<file path="src/rtl/stub_link_pkg.sv">
package stub_link_pkg;
    localparam int PHI_W      = 12;
    localparam int BEND_W     = 5;
    localparam int QRAW_W     = 4;
    localparam int QLINK_W    = 3;
    localparam int BXL_W      = 2;
    localparam int TX_STUB_W  = PHI_W + 1 + QLINK_W;
    localparam int RX_STUB_W  = PHI_W + BEND_W + QLINK_W + 1 + BXL_W + 2;

    typedef enum logic {
        SYNC_HUNT   = 1'b0,
        SYNC_LOCKED = 1'b1
    } sync_state_e;

    typedef struct packed {
        logic [QLINK_W-1:0] qual;
        logic               region;
        logic [PHI_W-1:0]   phi;
    } tx_stub_t;

    typedef struct packed {
        logic               bc0;
        logic               lclk;
        logic [BXL_W-1:0]   bxn;
        logic               prev_bx;
        logic [QLINK_W-1:0] qual;
        logic [BEND_W-1:0]  bend;
        logic [PHI_W-1:0]   phi;
    } rx_stub_t;
endpackage

</file>
<file path="src/rtl/slf_tx_stub.sv">
module slf_tx_stub
    import stub_link_pkg::*;
(
    input  logic [PHI_W-1:0]  phi_i,
    input  logic              region_i,
    input  logic [QRAW_W-1:0] qual_i,
    output tx_stub_t          stub_o
);
    localparam logic [QLINK_W-1:0] QMAX = '1;

    logic [QLINK_W-1:0] q_red;

    always_comb begin
        if (qual_i > QRAW_W'(QMAX)) q_red = QMAX;
        else                        q_red = qual_i[QLINK_W-1:0];
        if (q_red == '0) begin
            stub_o = '0;
        end else begin
            stub_o.qual   = q_red;
            stub_o.region = region_i;
            stub_o.phi    = phi_i;
        end
    end
endmodule

</file>
<file path="src/rtl/slf_rx_stub.sv">
module slf_rx_stub
    import stub_link_pkg::*;
(
    input  rx_stub_t           stub_i,
    output logic [PHI_W-1:0]   phi_o,
    output logic [BEND_W-1:0]  bend_o,
    output logic [QLINK_W-1:0] qual_o,
    output logic               prev_o,
    output logic               valid_o,
    output logic [BXL_W-1:0]   bxn_o,
    output logic               marker_o
);
    logic lclk_unused;
    assign lclk_unused = stub_i.lclk;

    always_comb begin
        valid_o  = (stub_i.qual != '0);
        phi_o    = valid_o ? stub_i.phi     : '0;
        bend_o   = valid_o ? stub_i.bend    : '0;
        qual_o   = stub_i.qual;
        prev_o   = valid_o ? stub_i.prev_bx : 1'b0;
        bxn_o    = stub_i.bxn;
        marker_o = stub_i.bc0;
    end
endmodule

</file>
<file path="src/rtl/slf_bx_sync.sv">
module slf_bx_sync
    import stub_link_pkg::*;
#(
    parameter int N_STUB    = 2,
    parameter int ORBIT_LEN = 3564,
    localparam int BX_W     = $clog2(ORBIT_LEN)
) (
    input  logic                    clk,
    input  logic                    rst_n,
    input  logic                    marker_i,
    input  logic [N_STUB*BXL_W-1:0] bxn_i,
    input  logic [N_STUB-1:0]       valid_i,
    output logic [BX_W-1:0]         cnt_o,
    output logic                    locked_o,
    output logic                    err_o
);
    localparam logic [BX_W-1:0] CNT_LAST = BX_W'(ORBIT_LEN - 1);

    sync_state_e     state_q, state_d;
    logic [BX_W-1:0] cnt_q, cnt_d;
    logic            err_q, err_d;
    logic            mismatch;

    // state register process
    always_ff @(posedge clk or negedge rst_n) begin
        if (!rst_n) begin
            state_q <= SYNC_HUNT;
            cnt_q   <= '0;
            err_q   <= 1'b0;
        end else begin
            state_q <= state_d;
            cnt_q   <= cnt_d;
            err_q   <= err_d;
        end
    end

    // next-state and output process
    always_comb begin
        state_d  = state_q;
        mismatch = 1'b0;
        for (int i = 0; i < N_STUB; i++) begin
            if (valid_i[i] && (bxn_i[i*BXL_W +: BXL_W] != cnt_q[BXL_W-1:0]))
                mismatch = 1'b1;
        end
        unique case (state_q)
            SYNC_HUNT:   if (marker_i) state_d = SYNC_LOCKED;
            SYNC_LOCKED: state_d = SYNC_LOCKED;
        endcase
        if (marker_i)               cnt_d = '0;
        else if (cnt_q == CNT_LAST) cnt_d = '0;
        else                        cnt_d = cnt_q + 1'b1;
        err_d    = (state_q == SYNC_LOCKED) && !marker_i && mismatch;
        locked_o = (state_q == SYNC_LOCKED);
        cnt_o    = cnt_q;
        err_o    = err_q;
    end

    a_r5_zero_after_marker: assert property (@(posedge clk) disable iff (!rst_n)
        marker_i |=> (cnt_q == '0));
    a_r5_count_step: assert property (@(posedge clk) disable iff (!rst_n)
        (!marker_i && cnt_q != CNT_LAST) |=> (cnt_q == BX_W'($past(cnt_q) + 1'b1)));
    a_r6_lock_sticky: assert property (@(posedge clk) disable iff (!rst_n)
        locked_o |=> locked_o);
    a_r6_lock_on_marker: assert property (@(posedge clk) disable iff (!rst_n)
        marker_i |=> locked_o);
    a_r9_err_needs_lock: assert property (@(posedge clk) disable iff (!rst_n)
        $rose(err_o) |-> $past(locked_o) && !$past(marker_i));
endmodule

</file>
<file path="src/rtl/stub_link_fmt.sv">
module stub_link_fmt
    import stub_link_pkg::*;
#(
    parameter int N_TX      = 3,
    parameter int N_RX      = 2,
    parameter int ORBIT_LEN = 3564,
    localparam int TX_FRAME_W = N_TX*TX_STUB_W + BXL_W + 2,
    localparam int BX_W       = $clog2(ORBIT_LEN)
) (
    input  logic                    clk,
    input  logic                    rst_n,
    input  logic [N_TX*PHI_W-1:0]   tx_phi,
    input  logic [N_TX-1:0]         tx_region,
    input  logic [N_TX*QRAW_W-1:0]  tx_qual,
    output logic [TX_FRAME_W-1:0]   tx_frame,
    input  logic [N_RX*RX_STUB_W-1:0] rx_frame,
    output logic [N_RX*PHI_W-1:0]   rx_phi,
    output logic [N_RX*BEND_W-1:0]  rx_bend,
    output logic [N_RX*QLINK_W-1:0] rx_qual,
    output logic [N_RX-1:0]         rx_prev_bx,
    output logic [N_RX-1:0]         rx_valid,
    output logic                    rx_bx_err,
    output logic                    bx_locked
);
    localparam int TRL = N_TX*TX_STUB_W;

    tx_stub_t                 tx_st [N_TX];
    logic [TX_FRAME_W-1:0]    tx_frame_d;
    logic                     tx_phase_q;
    logic [N_RX*PHI_W-1:0]    rx_phi_d;
    logic [N_RX*BEND_W-1:0]   rx_bend_d;
    logic [N_RX*QLINK_W-1:0]  rx_qual_d;
    logic [N_RX-1:0]          rx_prev_d, rx_valid_d, rx_mark;
    logic [N_RX*BXL_W-1:0]    rx_bxn;
    logic [BX_W-1:0]          bx_cnt;
    logic                     locked, bx_err;

    for (genvar g = 0; g < N_TX; g++) begin : g_tx
        slf_tx_stub u_tx (
            .phi_i    (tx_phi[g*PHI_W +: PHI_W]),
            .region_i (tx_region[g]),
            .qual_i   (tx_qual[g*QRAW_W +: QRAW_W]),
            .stub_o   (tx_st[g])
        );
    end

    for (genvar g = 0; g < N_RX; g++) begin : g_rx
        slf_rx_stub u_rx (
            .stub_i   (rx_stub_t'(rx_frame[g*RX_STUB_W +: RX_STUB_W])),
            .phi_o    (rx_phi_d[g*PHI_W +: PHI_W]),
            .bend_o   (rx_bend_d[g*BEND_W +: BEND_W]),
            .qual_o   (rx_qual_d[g*QLINK_W +: QLINK_W]),
            .prev_o   (rx_prev_d[g]),
            .valid_o  (rx_valid_d[g]),
            .bxn_o    (rx_bxn[g*BXL_W +: BXL_W]),
            .marker_o (rx_mark[g])
        );
    end

    slf_bx_sync #(.N_STUB(N_RX), .ORBIT_LEN(ORBIT_LEN)) u_sync (
        .clk      (clk),
        .rst_n    (rst_n),
        .marker_i (|rx_mark),
        .bxn_i    (rx_bxn),
        .valid_i  (rx_valid_d),
        .cnt_o    (bx_cnt),
        .locked_o (locked),
        .err_o    (bx_err)
    );

    always_comb begin
        for (int i = 0; i < N_TX; i++) tx_frame_d[i*TX_STUB_W +: TX_STUB_W] = tx_st[i];
        tx_frame_d[TRL +: BXL_W]   = bx_cnt[BXL_W-1:0];
        tx_frame_d[TRL + BXL_W]    = tx_phase_q;
        tx_frame_d[TRL + BXL_W + 1] = locked && (bx_cnt == '0);
    end

    always_ff @(posedge clk or negedge rst_n) begin
        if (!rst_n) begin
            tx_frame   <= '0;
            tx_phase_q <= 1'b0;
            rx_phi     <= '0;
            rx_bend    <= '0;
            rx_qual    <= '0;
            rx_prev_bx <= '0;
            rx_valid   <= '0;
        end else begin
            tx_frame   <= tx_frame_d;
            tx_phase_q <= ~tx_phase_q;
            rx_phi     <= rx_phi_d;
            rx_bend    <= rx_bend_d;
            rx_qual    <= rx_qual_d;
            rx_prev_bx <= rx_prev_d;
            rx_valid   <= rx_valid_d;
        end
    end

    assign rx_bx_err = bx_err;
    assign bx_locked = locked;

    a_r2_quality_saturates: assert property (@(posedge clk) disable iff (!rst_n)
        (tx_qual[QRAW_W-1:0] >= 4'd8) |=> (tx_frame[TX_STUB_W-1 -: QLINK_W] == 3'b111));
    a_r3_empty_tx_stub: assert property (@(posedge clk) disable iff (!rst_n)
        (tx_qual[QRAW_W-1:0] == '0) |=> (tx_frame[TX_STUB_W-1:0] == '0));
    a_r8_empty_rx_stub: assert property (@(posedge clk) disable iff (!rst_n)
        (rx_frame[19:17] == '0) |=> (!rx_valid[0] && rx_phi[PHI_W-1:0] == '0
                                     && rx_bend[BEND_W-1:0] == '0 && !rx_prev_bx[0]));
    a_r4_marker_needs_lock: assert property (@(posedge clk) disable iff (!rst_n)
        tx_frame[TX_FRAME_W-1] |-> $past(locked));
endmodule

</file>
<file path="config.mk">
export PLATFORM = sky130hd
export DESIGN_NAME = stub_link_fmt
export DESIGN_NICKNAME = d
export VERILOG_FILES = /design/src/rtl/stub_link_pkg.sv /design/src/rtl/slf_tx_stub.sv /design/src/rtl/slf_rx_stub.sv /design/src/rtl/slf_bx_sync.sv /design/src/rtl/stub_link_fmt.sv
export SDC_FILE = /design/constraint.sdc
export NUM_CORES = 1
export LEC_CHECK = 0
export BUFFER_PORTS_ARGS = -buffer_cell sky130_fd_sc_hd__buf_2
export CAP_MARGIN = 30
export CORE_MARGIN = 4
export CORE_UTILIZATION = 45
export CTS_BUF_LIST = sky130_fd_sc_hd__clkbuf_8
export DETAILED_ROUTE_END_ITERATION = 6
export GPL_ROUTABILITY_DRIVEN = 0
export PLACE_DENSITY_LB_ADDON = 0.05
export SLEW_MARGIN = 20
export SYNTH_ARGS = -nofsm -noshare
export SYNTH_HDL_FRONTEND = slang
export SYNTH_SLANG_ARGS = --single-unit
</file>
<file path="constraint.sdc">
create_clock -name clk -period 2.09 [get_ports clk]
set_clock_uncertainty 0.1 [all_clocks]
set_input_delay 0.1045 -clock clk [delete_from_list [all_inputs] [get_ports clk]]
set_output_delay 0.1045 -clock clk [all_outputs]
set_load 0.01 [all_outputs]
</file>
* Word level (Yosys, flattened, before mapping)
Cells that the tools add are included.
Storage, ports and cells: register bits after elaboration 111, bits of input ports 103, output and inout port bits 98, logic and storage cells 50
Cells by class: add/subtract/negate cells 1, order comparisons 3, equality and inequality tests 3, multiplexer cells 18, bitwise logic cells 2, reductions and logical operators 13
Operator list (count):
- 12-bit 2-to-1 mux | 4
- 16-bit 2-to-1 mux | 3
- 12-bit by 1-bit adder with 12-bit output (second input constant) | 1
- 12-bit equality test (second input constant) | 1
- 4-bit by 3-bit > comparator with 1-bit output (second input constant) | 3
- 12-bit logical NOT | 1
- 5-bit 2-to-1 mux | 2
- 3-bit logical NOT | 3
- 3-bit 2-to-1 mux | 3
- 3-bit nonzero test | 2
- 1-bit logical AND | 5
- 1-bit 2-to-1 mux | 5
- 2-bit != test | 2
- 1-bit NOT | 2
- 1-bit one-hot mux with 2 select lines | 1
- 2-bit OR reduction | 1
- 1-bit logical NOT | 1

* Depth between registers and ports, before layout
Gate-level depths: netlist of the first run.
depth in word-level cells 5, gate-level depth with buffers 5

* By module
Synthesis of the first run repeated with hierarchy kept, for this count alone.
Second synthesis, totals: cells, all modules 302, area total of the unflattened synthesis 4384.2 µm²
Modules (own cells, without submodules):
- stub_link_fmt | times used 1, cells an instance 104, area each 2469.9 µm², seq. area each 2427.3 µm²
- slf_bx_sync | times used 1, cells an instance 73, area each 734.5 µm², seq. area each 350.3 µm²
- slf_tx_stub | times used 3, cells an instance 21, area each 206.4 µm², seq. area each 0.0 µm²
- slf_rx_stub | times used 2, cells an instance 31, area each 280.3 µm², seq. area each 0.0 µm²

* Worst setup path before layout of the first run
OpenSTA, ideal clock, no wires.
path type register -> register, from reg u_sync.cnt_q[2] (netlist: u_sync.cnt_o[2]), to reg u_sync.cnt_q[9] (netlist: u_sync.cnt_o[9]), setup time 0.130 ns, arrival time 1.401 ns, required time 1.860 ns, slack 0.460 ns, stages on the path, launching flop included 5, path buffers 1, cell sequence dfrtp_1 -> or3_4 -> o41ai_4 -> buf_6 -> a21oi_1
On the way: cells in the longest elaborated chain, start to end 3, elaborated cells between the ends (all ways) 4
Ends and longest elaborated chain:
- start, declared | line slf_bx_sync.sv:20 | logic [BX_W-1:0] cnt_q, cnt_d;
- start signal, assigned | line slf_bx_sync.sv:32 | cnt_q <= cnt_d;
- 12-bit by 1-bit adder with 12-bit output or 12-bit equality test (tied branches) | line slf_bx_sync.sv:51, slf_bx_sync.sv:50
- 12-bit 2-to-1 mux (*) | line slf_bx_sync.sv:50 | else if (cnt_q == CNT_LAST) cnt_d = '0;
- 12-bit 2-to-1 mux (*) | line slf_bx_sync.sv:49 | if (marker_i) cnt_d = '0;
- named net u_sync.cnt_d[9] | line slf_bx_sync.sv:20
Mark *: on every way through the listed nets, which the timed path passes. The rest lies on a longest branch.

* Final worst setup path of the first run
Same ends and word-level chain as after synthesis.

==> impl_metrics.yaml, run 1 <==
run_status:
  outcome: "finished clean"
global_routing:
  grt_max_degree: 53
  grt_pass1_vias: 3548
  number_of_antenna_violations_at_the_first_check_in_global_routing: 0
  global_route_overflow: 0
  grtUsageTotal_pct: 22.3
  wire_length_of_the_first_global_routing_pass_um: 17300
placed_design:
  numPlacedInstances: 582
  port-buffer-count: 198
  standard_cell_area_after_detailed_placement_um2: 5020
  detailedPlacementHpwl_um: 6930
drt:
  route.detailed.wl_per_inst_um: 15.2
  drt_iter0_markers: 44
  ant_nets: 0
  route.final.wire_length_um: 10700
  detailedRoute.firstPassIterationCount: 4
  detailroute.via_count: 3184
  drt-vias-per-instance: 4.54
  drc_violation_count_after_routing: 0
critical_path:
  r2r-start: "u_sync.cnt_o[2]"
  cp-startpoint: "u_sync.cnt_o[2]"
  critical_path.endpoint: "u_sync.cnt_o[9]"
  crit_fanout: 6
  data_arrival_critical_path_ps: 1940
  timing.setup.critical_path_class: "reg -> reg"
  worstSetupEndpointType: "flip-flop"
  r2r_cells: 4
  cp-start-kind: "flip-flop"
  regToRegSetupSlack_ps: 290
  worstPathRequired_ps: 2230
  critical_path.reg2reg.endpoint: "u_sync.cnt_o[9]"
sta:
  max_clock_freq_mhz: 555
  relSlewSlack_pct: 73.3
  timing.final.crit_share_pct: 86.2
  drv_slew: 0
  fin_setup_tns_ps: 0
  grt_setup_unrepaired: "no"
  final-hold-violation-count: 0
  min_period_ps: 1800
  worstMarginPinSlew_ps: 401
  setup_viol_count_final: 0
pwr:
  fin_total_pwr_mw: 4.16
  irDropWorstVdd_uv: 431
  leakage_nw: 3.05
  p_per_area_nw_per_um2: 666
cells_and_area:
  postLayoutCellArea_um2: 6250
  final-instance-count-excl-fill: 701
  share_of_layout_cells_above_drive_strength_1_pct: 39.8
  multi_input_area_um2: 988
  antenna_cells: 0
  area_growth_syn_to_layout_pct: 63.2
  design.final.nets: 697
  filler_cell_count: 554
  layout.core_utilization_pct: 75.7
  final-seq-area_um2: 2780
clock_network:
  postCtsSetupBuffers: 0
  cts.htree.levels: 3
  cts.repair.resized: 0
  tritoncts: "done"
  clock_latency_ps: 350
  cts.clk_slew.worst_paths_ps: 90
  root_buffer: "clkbuf_8"
  cts_buffer_depth: 2
  cts-buffers-inserted: 9
  tritoncts_num_sinks: 111
  holdBufCountCts: 103
synthesis:
  ys_warn_count: 0
  synthCells: 277
  ys_seq_area_share_pct: 72.5
  synthesis.area_per_instance_um2: 13.8
  ys_types: 26
  syn-cell-area_um2: 3830
  synth_fp_nets: 383
  ys_seq_elements: 111
job:
  max_capacitance_violation_count: 0
floorplan:
  design.core.area_um2: 8260
  io-pin-count: 201
  placement_rows: 33
  initial_utilization_pct: 46.4
  dieHeight_um: 100
  die-width_um: 100
  die_area_um2: 10000
worst_hold_path:
  holdCritPathClass: "in -> reg"
## cells in the mapped netlist
| cell type | instances | area share [%] |
|---|---|---|
| nand2_1 | 4 | 0.39 |
| ha_1 | 3 | 0.98 |
| o211a_1 | 1 | 0.26 |
| nor2b_1 | 54 | 8.8 |
| and4_1 | 1 | 0.23 |
| buf_6 | 1 | 0.29 |
| nor4_1 | 2 | 0.33 |
| nor2_1 | 6 | 0.59 |
| inv_1 | 7 | 0.69 |
| or4_1 | 3 | 0.59 |
| or2_2 | 9 | 1.5 |
| buf_2 | 1 | 0.13 |
| nand4_1 | 3 | 0.49 |
| nand3_1 | 7 | 0.91 |
| or3_4 | 1 | 0.29 |
| o31ai_1 | 3 | 0.59 |
| o41ai_4 | 1 | 0.72 |
| clkbuf_1 | 8 | 0.78 |
| and2b_1 | 21 | 4.1 |
| or3_1 | 5 | 0.82 |
| nor3_1 | 5 | 0.65 |
| xnor2_1 | 5 | 1.1 |
| dfrtp_1 | 111 | 73 |
| a21oi_1 | 9 | 1.2 |
| o21ai_0 | 4 | 0.52 |
| xor2_1 | 2 | 0.46 |
## logic make-up (layout without fill, tap and decap cells)
group / after synthesis / count (layout) / synth area share [%]
and+or+nand+nor: 121 / 121 / 19.7
AOI/OAI and AO/OA: 18 / 18 / 3.27
DFF: 111 / 111 / 72.5
buffers and inverters: 17 / 336 / 1.90
xor gates and xnor gates: 7 / 7 / 1.60
adders and majority gates: 3 / 3 / 0.980
## layer usage
| layer | vias up | track usage [%] | part of all wire (%) |
|---|---|---|---|
| li1 | 1511 | - | - |
| met1 | 1503 | 25.8 | 37 |
| met2 | 147 | 37.9 | 50 |
| met3 | 23 | 7.37 | 10 |
| met4 | 0 | 9.43 | 2.7 |
| met5 | - | 0 | 0 |
## sequential cells by signal, indices dropped and copies added, names as in the netlist
name and flops:
tx_frame 52, rx_phi 24, u_sync.cnt_o 12, rx_bend 10
rx_qual 6, rx_prev_bx 2, rx_valid 2, tx_phase_q 1
u_sync.err_o 1, u_sync.locked_o 1
## per-stage QoR
stage,hold WS (ps),setup slack (ps)
after floorplan,-291,460
after global placement,-41.0,304
after detailed placement,-35.5,306
after CTS,78.1,293
after global routing,121,230
final,99.0,288
## how the worst min path moves through the flow
| stage | slack (ps) | endpoint | depth (start not counted) | from |
|---|---|---|---|---|
| CTS | 80 | u_sync.err_o | 4 | rx_frame[47] |
| global placement | -40 | rx_bend[1] | 1 | rst_n |
| detailed placement | -40 | rx_bend[1] | 1 | rst_n |
| floorplan | -290 | rx_bend[0] | 0 | rst_n |
| finish | 100 | u_sync.err_o | 4 | rx_frame[47] |
| global route | 120 | u_sync.err_o | 4 | rx_frame[47] |
## power by group
| part | switching (mW) | internal, mW | leakage [nW] |
|---|---|---|---|
| clock network | 0.687 | 0.584 | 0.102 |
| registers | 0.0301 | 2.26 | 1.32 |
| logic | 0.265 | 0.339 | 1.63 |
## cell usage in the layout (no fill, tap or decap), types with 4 or more instances in the layout
| master | synthesis | layout |
|---|---|---|
| buf_2 | 1 | 197 |
| dfrtp_1 | 111 | 111 |
| dlygate4sd3_1 | 0 | 103 |
| nor2b_1 | 54 | 54 |
| and2b_1 | 21 | 21 |
| buf_4 | 0 | 12 |
| clkbuf_8 | 0 | 10 |
| inv_1 | 7 | 9 |
| a21oi_1 | 9 | 9 |
| or2_2 | 9 | 9 |
| nand3_1 | 7 | 7 |
| nor2_1 | 6 | 6 |
| or3_1 | 5 | 5 |
| xnor2_1 | 5 | 5 |
| nand2_1 | 4 | 4 |
| o21ai_0 | 4 | 4 |
## worst max-delay path: stages, from the launching register on
cell	delay, ps
dfrtp_1	450
or3_4	420
o41ai_4	460
buf_4	220
a21oi_1	40
## area by class of cell
| cell class | instances | area share, % |
|---|---|---|
| clock inverters | 6 | 0.981 |
| flip-flops and latches | 111 | 44.4 |
| repair buffers | 313 | 34.0 |
| clock buffers | 10 | 2.20 |
| inverters | 7 | 0.420 |
| well taps | 105 | 2.10 |
| multi-input cells | 149 | 15.8 |
Power figures use the tool's default switching activity.
==> run 2, diff against run 1 <==
==> constraint.sdc (replaced) <==
create_clock -name clk -period 2.09 [get_ports clk]
set_clock_uncertainty 0.1 [all_clocks]
set_input_delay 0.209 -clock clk [delete_from_list [all_inputs] [get_ports clk]]
set_output_delay 0.209 -clock clk [all_outputs]
set_load 0.01 [all_outputs]
==> run 2 against run 1 <==
  * Cell area down 0.34%
  * Core utilization down 0.26 points
  * Sequential share of layout area up 0.15 points
  * Global-route usage up 0.12 points
  * Via count up 0.97%
  * Register-to-register slack better by 80 ps
  * Flip-flop and latch count unchanged
  * First-iteration DRC count up 6.8%
  * Clock-buffer cell count down 1
  * Critical path depth unchanged
  * Sequential power about the same
==> impl_metrics.yaml, run 2 (synthesized netlist as in run 1, its figures left out) <==
clock_network:
  root_buffer: "clkbuf_8"
  cts.clk_slew.worst_paths_ps: 100
  clock_latency_ps: 350
  cts-buffers-inserted: 9
  tritoncts_num_sinks: 111
  cts_buffer_depth: 2
  tritoncts: "done"
  cts.repair.resized: 0
  cts.htree.levels: 3
cells_and_area:
  final_cell_mix: "buf_2, dfrtp_1, dlygate4sd3_1"
  largest_reg_flops: 52
  design.final.nets: 696
  filler_cell_count: 543
  final-instance-count-excl-fill: 700
  antenna_cells: 0
  top_register: "tx_frame"
  area_growth_syn_to_layout_pct: 62.7
  layout_commonest_cell: "buf_2"
  share_of_layout_cells_above_drive_strength_1_pct: 39.8
sta:
  worstMarginPinSlew_ps: 431
  timing.final.crit_share_pct: 82.6
  min_period_ps: 1730
  relSlewSlack_pct: 71.2
  fin_setup_tns_ps: 0
  grt_setup_unrepaired: "no"
  setup_slack_ps: 363
  max_clock_freq_mhz: 579
  hold_slack_ps: 75.0
  final-hold-violation-count: 0
  drv_slew: 0
  setup_viol_count_final: 0
job:
  max_capacitance_violation_count: 0
drt:
  drc_violation_count_after_routing: 0
  route.final.wire_length_um: 10900
  ant_nets: 0
  drt-vias-per-instance: 4.59
  detailroute.via_count: 3215
  drt_iter0_markers: 47
  route.detailed.wl_per_inst_um: 15.6
  detailedRoute.firstPassIterationCount: 4
floorplan:
  initial_utilization_pct: 46.4
  dieHeight_um: 100
  die-width_um: 100
  die_area_um2: 10000
  placement_rows: 33
  design.core.area_um2: 8260
  io-pin-count: 201
critical_path:
  critical_path.cell_chain: "ha_1 -> nand2_1 -> or4_1 -> a21oi_1"
  cp.buffers_inverters: 0
  timing.setup.critical_path_class: "reg -> reg"
  timing.critical_path.max_delay_family: "flip-flops"
  worst_path_largest_cell_delay_ps: 560
  data_arrival_critical_path_ps: 1920
  crit_fanout: 10
  regToRegSetupSlack_ps: 360
  crit_path_top_delay_cell: "dfrtp_1"
  worstPathRequired_ps: 2280
  cp-start-kind: "flip-flop"
  worstSetupEndpointType: "flip-flop"
global_routing:
  global_route_overflow: 0
  grtUsageTotal_pct: 22.4
  number_of_antenna_violations_at_the_first_check_in_global_routing: 0
  wire_length_of_the_first_global_routing_pass_um: 17400
  grt_max_degree: 48
  grt_pass1_vias: 3484
placed_design:
  detailedPlacementHpwl_um: 7190
  place_worst_setup_slack_ps: 380
  port-buffer-count: 198
  numPlacedInstances: 582
run_status:
  outcome: "finished clean"
pwr:
  leakage_nw: 3.05
  irDropWorstVdd_uv: 393
  p_per_area_nw_per_um2: 664
worst_hold_path:
  holdCritPathClass: "in -> reg"
run 2: cell type report:
cell class / instances / area, µm² / area share [%]
Clock buffer: 9 / 124 / 1.99
Multi-Input combinational cell: 149 / 988 / 15.9
Timing Repair Buffer: 312 / 2120 / 34.0
Inverter: 7 / 26.3 / 0.422
Sequential cell: 111 / 2780 / 44.6
Clock inverter: 7 / 63.8 / 1.02
Tap cell: 105 / 131 / 2.11
run 2: final timing paths:
| check | from | end | cells past startpoint |
|---|---|---|---|
| worst max-delay path | u_sync.cnt_o[0] | u_sync.cnt_o[10] | 4 |
| worst min-delay path | rx_frame[24] | u_sync.err_o | 3 |
| worst max register to register | u_sync.cnt_o[0] | u_sync.cnt_o[10] | 4 |
| worst min register to register | tx_phase_q | tx_frame[50] | 0 |
| max in group asynchronous | rst_n | tx_frame[9] | 3 |
| min in group asynchronous | rst_n | rx_phi[3] | 2 |
run 2: power breakdown:
part | switching [mW] | internal [mW] | leakage (nW) | total, mW
registers | 0.0314 | 2.26 | 1.32 | 2.29
logic | 0.266 | 0.338 | 1.62 | 0.604
clock network | 0.696 | 0.547 | 0.102 | 1.24
total | 0.993 | 3.14 | 3.05 | 4.13
run 2: stage by stage:
stage                     util, %  total power, mW  cell area [µm²]
after detailed placement     60.8             2.78             5020
after floorplan                 -             2.49             3830
after CTS                    75.4             4.16             6230
after global placement       60.8             2.77             5020
after global routing         75.4             4.32             6230
final                        75.4             4.13             6230
run 2: worst register-to-register path: stages (launching register included):
cell	delay (ps)
dfrtp_1	560
ha_1	310
nand2_1	90
or4_1	470
a21oi_1	140
run 2: routing by layer:
layer / track usage, % / vias to the layer above / routed length, µm
met3: 9.03 / 22 / 1120
met1: 24.6 / 1536 / 3950
met4: 9.12 / 0 / 263
li1: - / 1514 / -
met2: 38.6 / 143 / 5590
met5: 0 / - / 0
run 2: timing repair:
action                                 in CTS  in global routing
endpoints found under the hold margin     122                  0
buffers inserted                            0                  0
hold buffers                              102                  0
==> run 3, diff against run 2 <==
- clock period: 2.09 -> 1.7 ns (I/O delays scaled with it)
==> run 3 against run 2 <==
  * Clock power rose by 33%
  * Die area did not move
  * Wire length fell by 0.14%
  * Register-to-register slack got worse by 270 ps
  * Critical endpoint is now u_sync.cnt_o[9]
==> impl_metrics.yaml, run 3 (synthesized netlist as in run 1, its figures left out) <==
floorplan:
  initial_utilization_pct: 46.4
  die-width_um: 100
  dieHeight_um: 100
  io-pin-count: 201
  placement_rows: 33
  die_area_um2: 10000
  design.core.area_um2: 8260
critical_path:
  cp-start-kind: "flip-flop"
  data_arrival_critical_path_ps: 1750
  crit_path_top_delay_cell: "or3_4"
  cp-startpoint: "u_sync.cnt_o[2]"
  critical_path.cell_chain: "or3_4 -> o41ai_4 -> buf_4 -> a21oi_1"
  worstSetupEndpointType: "flip-flop"
  worst_path_largest_cell_delay_ps: 400
  r2r-start: "u_sync.cnt_o[2]"
  worstPathRequired_ps: 1850
  crit_fanout: 7
  timing.setup.critical_path_class: "reg -> reg"
drt:
  route.detailed.wl_per_inst_um: 15.5
  detailroute.via_count: 3199
  drc_violation_count_after_routing: 0
  detailedRoute.firstPassIterationCount: 4
  drt_iter0_markers: 61
  route.final.wire_length_um: 10900
  drt-vias-per-instance: 4.54
  ant_nets: 0
clock_network:
  tritoncts_num_sinks: 111
  cts.clk_slew.worst_paths_ps: 100
  cts.htree.levels: 3
  tritoncts: "done"
  clock_latency_ps: 360
  cts_buffer_depth: 2
  cts-buffers-inserted: 9
  root_buffer: "clkbuf_8"
global_routing:
  grt_max_degree: 47
  grt_pass1_vias: 3438
  wire_length_of_the_first_global_routing_pass_um: 17400
  number_of_antenna_violations_at_the_first_check_in_global_routing: 0
  grtUsageTotal_pct: 22.7
  global_route_overflow: 0
cells_and_area:
  antenna_cells: 0
  layout.core_utilization_pct: 76.3
  design.final.nets: 700
  layout_commonest_cell: "buf_2"
  top_register: "tx_frame"
  largest_reg_flops: 52
  share_of_layout_cells_above_drive_strength_1_pct: 40.9
  area_growth_syn_to_layout_pct: 64.5
  final_cell_mix: "buf_2, dfrtp_1, dlygate4sd3_1"
  filler_cell_count: 546
placed_design:
  place_worst_setup_slack_ps: 92.8
  detailedPlacementHpwl_um: 6930
  port-buffer-count: 198
sta:
  min_period_ps: 1610
  setup_viol_count_final: 0
  final-hold-violation-count: 0
  max_clock_freq_mhz: 623
  worstMarginPinSlew_ps: 461
  grt_setup_unrepaired: "no"
  timing.final.crit_share_pct: 94.4
  drv_slew: 0
  setup_slack_ps: 94.8
  hold_slack_ps: 35.6
  fin_setup_tns_ps: 0
  relSlewSlack_pct: 69.1
run_status:
  outcome: "finished clean"
pwr:
  leakage_nw: 3.07
  irDropWorstVdd_uv: 590
  p_per_area_nw_per_um2: 828
job:
  max_capacitance_violation_count: 0
worst_hold_path:
  worstHoldStart: "rx_frame[49]"
  holdCritPathClass: "in -> reg"
## run 3: final timing paths
check | to | slack, ps | cells past startpoint
worst min-delay path | u_sync.err_o | 40 | 3
worst max register to register | u_sync.cnt_o[9] | 90 | 4
max in group asynchronous | rx_bend[9] | 800 | 3
min in group asynchronous | rx_phi[9] | 140 | 2
worst max-delay path | u_sync.cnt_o[9] | 90 | 4
worst min register to register | tx_frame[50] | 300 | 0
## run 3: cell type report
cell class	instances	area, µm²	share of cell area [%]
clock buffer	9	124	1.97
timing repair buffer	316	2160	34.3
sequential	111	2780	44.1
inverter	7	26.3	0.417
tap	105	131	2.09
multi-input combinational	149	993	15.8
clock inverter	7	86.3	1.37
## run 3: what timing repair did
action | CTS | global route
gates resized for setup | 0 | 2
hold endpoints to repair | 202 | 0
hold buffers | 102 | 0
setup buffers | 0 | 1
endpoints found under the setup margin | 0 | 2
## run 3: where the power goes
group	internal [mW]	switching [mW]
Clock	0.716	0.939
Sequential	2.77	0.0360
Combinational	0.420	0.330
## run 3: critical path, delay by kind of cell (launching register included)
kind	cells	cell delay, ps
compound gates	2	400
buf+inv	1	200
flops	1	390
simple gates	1	400
## run 3: metrics by stage
step | instance area [µm²] | cells | power [mW]
global route | 6300 | 704 | 5.48
floorplan | 3830 | 277 | 3.07
CTS | 6290 | 703 | 5.26
global placement | 5050 | 585 | 3.41
detailed placement | 5050 | 585 | 3.42
finish | 6300 | 704 | 5.21
## run 3: layer usage
layer	vias up	wire (µm)	GRT usage [%]
met1	1508	4100	26.1
met3	24	1080	8.69
met2	145	5450	38.4
li1	1522	-	-
met5	-	0	0
met4	0	279	8.39
